### src/rtl/redund_stat_reg.sv
module redund_stat_reg #(
  parameter int NCLK = 4,
  parameter int SELW = 2
) (
  input  logic                       clk,
  input  logic                       rst_n,
  input  logic                       rd_stb_i,
  output logic [NCLK+SELW+1:0]       rd_data_o,
  input  logic [NCLK-1:0]            clk_flag_i,
  input  logic                       lock_i,
  input  logic [SELW-1:0]            sel_i,
  input  logic                       irq_en_i,
  input  logic                       sticky_clr_i,
  output logic                       irq_o
);
  logic [NCLK-1:0] clk_q, clk_st;
  logic            lock_q, lock_d;
  logic [SELW-1:0] sel_q, sel_d;
  logic            arm0, arm, int_f;
  logic            ev_clk, ev_lock, ev_sel, ev;

  always_ff @(posedge clk or negedge rst_n) begin
    if (!rst_n) begin
      clk_q  <= '0;
      lock_q <= 1'b0;
      lock_d <= 1'b0;
      sel_q  <= '0;
      sel_d  <= '0;
      arm0   <= 1'b0;
      arm    <= 1'b0;
    end else begin
      clk_q  <= clk_flag_i;
      lock_q <= lock_i;
      lock_d <= lock_q;
      sel_q  <= sel_i;
      sel_d  <= sel_q;
      arm0   <= 1'b1;
      arm    <= arm0;
    end
  end

  // edge and change detection on registered copies
  assign ev_clk  = |(clk_q & ~clk_st);
  assign ev_lock = arm & lock_d & ~lock_q;
  assign ev_sel  = arm & (sel_q != sel_d);
  assign ev      = ev_clk | ev_lock | ev_sel;

  always_ff @(posedge clk or negedge rst_n) begin
    if (!rst_n) begin
      clk_st <= '0;
      int_f  <= 1'b0;
    end else begin
      clk_st <= (clk_st & ~{NCLK{sticky_clr_i}}) | clk_q;
      if (ev)            int_f <= 1'b1;
      else if (rd_stb_i) int_f <= 1'b0;
    end
  end

  assign rd_data_o = {int_f, clk_st, lock_q, sel_q};
  assign irq_o     = int_f & irq_en_i;


  sticky_hold_chk: assert property (@(posedge clk) disable iff (!rst_n)
    !sticky_clr_i |=> ((clk_st & $past(clk_st)) == $past(clk_st)));

  sticky_clr_chk: assert property (@(posedge clk) disable iff (!rst_n)
    (sticky_clr_i && clk_q == '0) |=> clk_st == '0);

  event_sets_chk: assert property (@(posedge clk) disable iff (!rst_n)
    ev |=> int_f);

  read_clears_chk: assert property (@(posedge clk) disable iff (!rst_n)
    (rd_stb_i && !ev) |=> !int_f);

  flag_keep_chk: assert property (@(posedge clk) disable iff (!rst_n)
    (int_f && !rd_stb_i) |=> int_f);

  pin_gate_chk: assert property (@(posedge clk) disable iff (!rst_n)
    !irq_en_i |-> !irq_o);
endmodule

### config.mk
export PLATFORM = sky130hd
export DESIGN_NAME = redund_stat_reg
export DESIGN_NICKNAME = d
export VERILOG_FILES = /design/src/rtl/redund_stat_reg.sv
export SDC_FILE = /design/constraint.sdc
export NUM_CORES = 1
export LEC_CHECK = 0
export BUFFER_PORTS_ARGS = -buffer_cell sky130_fd_sc_hd__buf_2
export CAP_MARGIN = 20
export CELL_PAD_IN_SITES_DETAIL_PLACEMENT = 1
export CELL_PAD_IN_SITES_GLOBAL_PLACEMENT = 2
export CORE_UTILIZATION = 29
export CTS_CLUSTER_SIZE = 16
export DETAILED_ROUTE_END_ITERATION = 7
export GPL_TIMING_DRIVEN = 0
export PLACE_DENSITY_LB_ADDON = 0.1
export SLEW_MARGIN = 10
export SYNTH_ARGS = -nofsm -noshare
export SYNTH_HDL_FRONTEND = slang
export SYNTH_SLANG_ARGS = --single-unit
### constraint.sdc
create_clock -name clk -period 1.2 [get_ports clk]
set_input_delay 0.3 -clock clk [delete_from_list [all_inputs] [get_ports clk]]
set_output_delay 0.3 -clock clk [all_outputs]
set_load 0.05 [all_outputs]
* Yosys cells after proc, flatten, opt, wreduce, memory -nomap -nowiden
Cells that the tools add are included.
** Word-level totals
- Register bits :: 17
- Input bits :: 12
- Word-level logic and storage cells :: 26
** Cells by class
- Eq/ne operators :: 1
- Multiplexer cells :: 2
- Bitwise gates (word level) :: 12
- Reduce and logical (&&, ||, !) cells :: 2
** Operators by type and width (number)
- AND 4 bit :: 2
- NOT 4 bit :: 2
- AND 1 bit :: 4
- bitwise OR 4 bit :: 1
- OR reduction 4 bit :: 1
- two-way mux 1 bit :: 2
- != test 2 bit :: 1
- bitwise OR 1 bit :: 2
- nonzero test 2 bit :: 1
- NOT 1 bit :: 1

* Logic depth before layout (Yosys ltp)
- Depth in word-level cells :: 6
- Gate-level depth with buffers :: 3
- Gate-level depth less buffers :: 3

* Worst setup path after synthesis
No wires, ideal clock.
- Kind :: reg2reg
- From :: register clk_st[0]
- To :: register int_f
- Setup time :: 0.149 ns
- Arrival time :: 1.128 ns
- Required time :: 1.051 ns
- Path slack :: -0.077 ns
- Stages on the path, launching flop included :: 4
- Period minus slack after synthesis :: 1.277 ns
- Path through :: dfrtp_1 > inv_1 > a222oi_1 > o2111ai_1
** Between the ends
- Longest elaborated chain between the ends :: 6
- Elaborated cells on any way between the ends :: 7
- Classes of those cells :: mux (1); bitwise (4); reduce/logical (2)
** Ends and longest elaborated chain
- start, declared :: line 16 : logic [NCLK-1:0] clk_q, clk_st;
- start signal, assigned :: line 53 : clk_st <= (clk_st & ~{NCLK{sticky_clr_i}}) | clk_q;
- NOT 4 bit (*) :: line 43 : assign ev_clk = |(clk_q & ~clk_st);
- AND 4 bit (*) :: line 43
- OR reduction 4 bit (*) :: line 43
- bitwise OR 1 bit (*) (2 in a row) :: line 46 : assign ev = ev_clk | ev_lock | ev_sel;
- two-way mux 1 bit or nonzero test 2 bit (tied branches)
- end signal, assigned :: line 51 : int_f <= 1'b0;
- end signal, assigned :: line 54 : if (ev) int_f <= 1'b1;
- end signal, assigned :: line 55 : else if (rd_stb_i) int_f <= 1'b0;
- end, declared :: line 19 : logic arm0, arm, int_f;
Mark *: on every way between the ends. The rest lies on a longest branch, timed or not.
A chain may end at the register's enable or synchronous reset.

* Final worst setup path
- From :: register int_f
- To :: output port irq_o
** Between the ends
- Longest elaborated chain between the ends :: 1
** Ends and longest elaborated chain
- AND 1 bit :: line 60 : assign irq_o = int_f & irq_en_i;
- end, declared :: line 14 : output logic irq_o
No other way between the ends.

==> flow_metrics.py <==
metrics = {
    "power": {
        "pwr_density_nw_per_um2": 1390,
        "intPower_uw": 814,
        "power.share.sequential_pct": 56.3,
        "clkPwrFrac_pct": 25.9,
        "total_leakage_power_uw": 0.000403,
        "ir_worst_vdd_v": 0.000722,
        "power.switching_uw": 302,
        "pwr-share-comb_pct": 17.7,
        "netSwitchingFraction_pct": 27.0,
    },
    "detailed_routing": {
        "met2_routed_wirelength_um": 455,
        "detailroute.via_count": 361,
        "detailedRoute.firstIterationViolations": 1,
        "route.antenna.remaining_nets": 0,
        "detail_route.vias_per_cell": 4.10,
        "highest_signal_layer_in_the_routed_design": "met4",
        "route.detailed.drc": 0,
        "detailed_route_wl_um": 933,
        "post_drt_wl_per_cell_um": 10.6,
        "first_pass_iters": 4,
        "route.layer.met1.wl_um": 401,
        "met3WireLength_um": 58,
    },
    "floorplanning": {
        "floorplan.core_area_sq_um": 1760,
        "std_cell_rows": 15,
        "number_of_i_o_pins": 21,
        "dieArea_sq_um": 2100,
        "die_width_um": 45.8,
        "die_y_um": 45.8,
        "start_util_pct": 31.6,
    },
    "final_layout": {
        "antenna_cells_inserted": 0,
        "final_layout_size_suffix_gt1_share_pct": 54.0,
        "nNetsFinal": 76,
        "num-fill-cells": 198,
        "area_growth_syn_to_layout_pct": 44.0,
        "finalNonFillerCells": 88,
        "final_core_utilization_pct": 45.5,
    },
    "sta": {
        "report.final.hold_viol_count": 0,
        "post-route-min-period_ps": 1270,
        "timing.clock.skew_ps": 5.52,
        "max_freq_ghz": 0.787,
        "timing_max_transition_violations_final": 0,
        "worst_slack_ps": -70.4,
        "worst_hold_slack_ps": 116,
        "rsz0062_at_grt": "true",
        "final_min_period_over_clock_period_pct": 106,
        "count_of_final_setup_violators": 2,
    },
    "synthesis": {
        "synth_enable_flop_cells": 0,
        "netlist.top_cell.by_area": "sky130_fd_sc_hd__dfrtp_1",
        "post_synth_mux_area_share_pct": 0,
        "synth_adder_area_share_pct": 0,
        "synth_compound_gate_area_share_pct": 10.3,
        "synthSimpleGateAreaFrac_pct": 3.37,
        "ys_dominant_reg_cell": "sky130_fd_sc_hd__dfrtp_1",
        "async_flop_share_pct": 100,
        "synth_most_common_cell": "sky130_fd_sc_hd__dfrtp_1",
        "synthesis.area_sq_um": 557,
        "synth.top_cells.by_area": "sky130_fd_sc_hd__dfrtp_1 76%, sky130_fd_sc_hd__a21o_1 4.0%, sky130_fd_sc_hd__inv_1 3.4%",
        "ys_seq_area_share_pct": 76.4,
        "synth_largest_type_area_fraction_pct": 76.4,
        "postSynthAreaPerCell_sq_um": 15.0,
        "synth_top_family_by_area": "compound AO/OA/AOI/OAI gates",
        "synth_nets": 49,
        "syn-instance-count": 37,
        "synth_top_cells_by_count": "17 x sky130_fd_sc_hd__dfrtp_1, 5 x sky130_fd_sc_hd__inv_1, 3 x sky130_fd_sc_hd__a21o_1",
        "yosys.cell_types.count": 13,
        "ys_ff_latch": 17,
        "yosys.area_share.xor_xnor_pct": 3.15,
        "yosys_warnings": 0,
    },
    "grt": {
        "grt_pass1_vias": 378,
        "globalRouteOverflowTotal": 0,
        "largest_net_degree_at_the_start_of_global_routing": 18,
        "grt_first_pass_wirelength_mm": 1.58,
        "antenna_found_initial": 0,
        "track_usage_pct": 11.4,
    },
    "min_path": {
        "hold_end": "sel_q[1]$_DFF_PN0_",
        "hold-path-cell-count": 1,
        "hold_path.class": "in2reg",
        "hold_start": "sel_i[1]",
    },
    "setup_path": {
        "crit_type": "reg2out",
        "critical_path_peak_fanout": 3,
        "path_buf_inv": 1,
        "r2r.worst_path.cells": 3,
        "terminus_of_the_critical_flop_to_flop_path": "int_f$_DFFE_PN0P_",
        "slowest_stage": "sky130_fd_sc_hd__dfrtp_1",
        "cp.arrival_ps": 970,
        "r2r_slack_ps": 50,
        "critPathCaptureType": "primary output",
        "cp_top_family": "flip-flops",
        "slowest_delay_ps": 410,
        "start_kind": "flip-flop",
        "crit_path_cell_trace": "and2_4, buf_8",
        "r2r-start": "sel_q[0]$_DFF_PN0_",
        "crit_required_ps": 900,
    },
    "clocking": {
        "worstSkewPairLatency_ps": 280,
        "cts_tree": "built",
        "clock_path_buffers": 2,
        "htree_levels": 1,
        "clkSinkCount": 17,
        "clock-root-buffer": "sky130_fd_sc_hd__clkbuf_4",
        "clk_pin_slew_worst_paths_ps": 100,
        "cts-buffers-inserted": 3,
    },
    "outcome": {
        "violations": "setup timing",
        "outcome": "finished with violations",
    },
    "placement": {
        "gp_congestion": 0.599,
        "placed_cells_incl_taps": 82,
        "preCtsSetupSlack_ps": 47.6,
        "numPortBuffers": 20,
    },
    "job": {
        "timing.max_cap.violations": 0,
    },
}
==> logic make-up after synthesis <==
kind of cell,Yosys count
other,1
flip-flops,17
AND/OR/NAND/NOR,3
buffers and inverters,7
AO/OA/AOI/OAI,7
XOR/XNOR,2
==> placed cells by master (no fill, tap or decap) <==
cell,netlist,routed
sky130_fd_sc_hd__buf_6,0,6
sky130_fd_sc_hd__conb_1,1,1
sky130_fd_sc_hd__inv_1,5,5
sky130_fd_sc_hd__dfrtp_1,17,12
sky130_fd_sc_hd__o31ai_1,1,1
sky130_fd_sc_hd__o2111ai_1,1,1
sky130_fd_sc_hd__a222oi_1,1,1
sky130_fd_sc_hd__a21o_1,3,3
sky130_fd_sc_hd__buf_8,0,2
sky130_fd_sc_hd__clkinv_2,0,1
sky130_fd_sc_hd__nor2b_1,1,1
sky130_fd_sc_hd__nand2b_1,1,1
sky130_fd_sc_hd__xor2_1,2,2
sky130_fd_sc_hd__clkbuf_4,0,3
sky130_fd_sc_hd__buf_2,0,11
sky130_fd_sc_hd__and2_4,0,1
sky130_fd_sc_hd__buf_4,2,4
sky130_fd_sc_hd__a21o_2,1,1
sky130_fd_sc_hd__dlygate4sd3_1,0,1
sky130_fd_sc_hd__dfrtp_2,0,5
==> per-layer routing <==
| layer | GRT usage [%] | vias to the layer above |
|---|---|---|
| li1 | - | 168 |
| met1 | 12.9 | 177 |
| met2 | 18.6 | 14 |
| met3 | 3.57 | 2 |
| met4 | 7.06 | 0 |
| met5 | 0 | - |
==> area by class of cell <==
type                    count  area, sq um  area share, %
plain buffers               1         7.51          0.936
well taps                  25         31.3           3.90
flip-flops and latches     17          432           53.8
inverters                   5         18.8           2.34
repair buffers             23          185           23.1
clock inverters             1         5.00          0.624
clock buffers               3         22.5           2.81
multi-input cells          13          100           12.5
==> timing repair <==
action                                  4_1_cts  5_1_grt
buffers inserted                              2        0
hold buffers                                  1        0
pin swaps                                     1        1
endpoints found under the setup margin        9        7
gates resized for setup                      19        1
endpoints found under the hold margin        17        0
==> registers in the layout (all words and copies together), names as in the netlist <==
name    cells
clk_st      4
sel_q       2
lock_d      1
sel_d       2
arm         1
arm0        1
clk_q       4
lock_q      1
int_f       1
==> through the flow <==
stage / TNS, ps / instance area, sq um / power [uW]
after floorplan: 0 / 563 / 743
after global placement: 0 / 694 / 798
after detailed placement: 0 / 694 / 800
after CTS: -174 / 798 / 1140
after global routing: -270 / 802 / 1180
final: -134 / 802 / 1120
==> power by group through the flow <==
stage	Clock [uW]	Combinational (uW)	Sequential, uW
global route	333	211	634
floorplan	0	62.6	680
global placement	0	160	638
CTS	309	199	629
detailed placement	0	161	639
finish	290	198	629
==> worst max-delay path by stage <==
| stage | start | cells after the start | endpoint | slack [ps] |
|---|---|---|---|---|
| after floorplan | sel_q[1]$_DFF_PN0_ | 3 | int_f$_DFFE_PN0P_ | 30 |
| after global placement | sel_q[1]$_DFF_PN0_ | 3 | int_f$_DFFE_PN0P_ | 110 |
| after detailed placement | sel_q[1]$_DFF_PN0_ | 3 | int_f$_DFFE_PN0P_ | 50 |
| after CTS | int_f$_DFFE_PN0P_ | 2 | irq_o | -90 |
| after global routing | int_f$_DFFE_PN0P_ | 2 | irq_o | -120 |
| final | int_f$_DFFE_PN0P_ | 2 | irq_o | -70 |
Power figures use the tool's default switching activity.
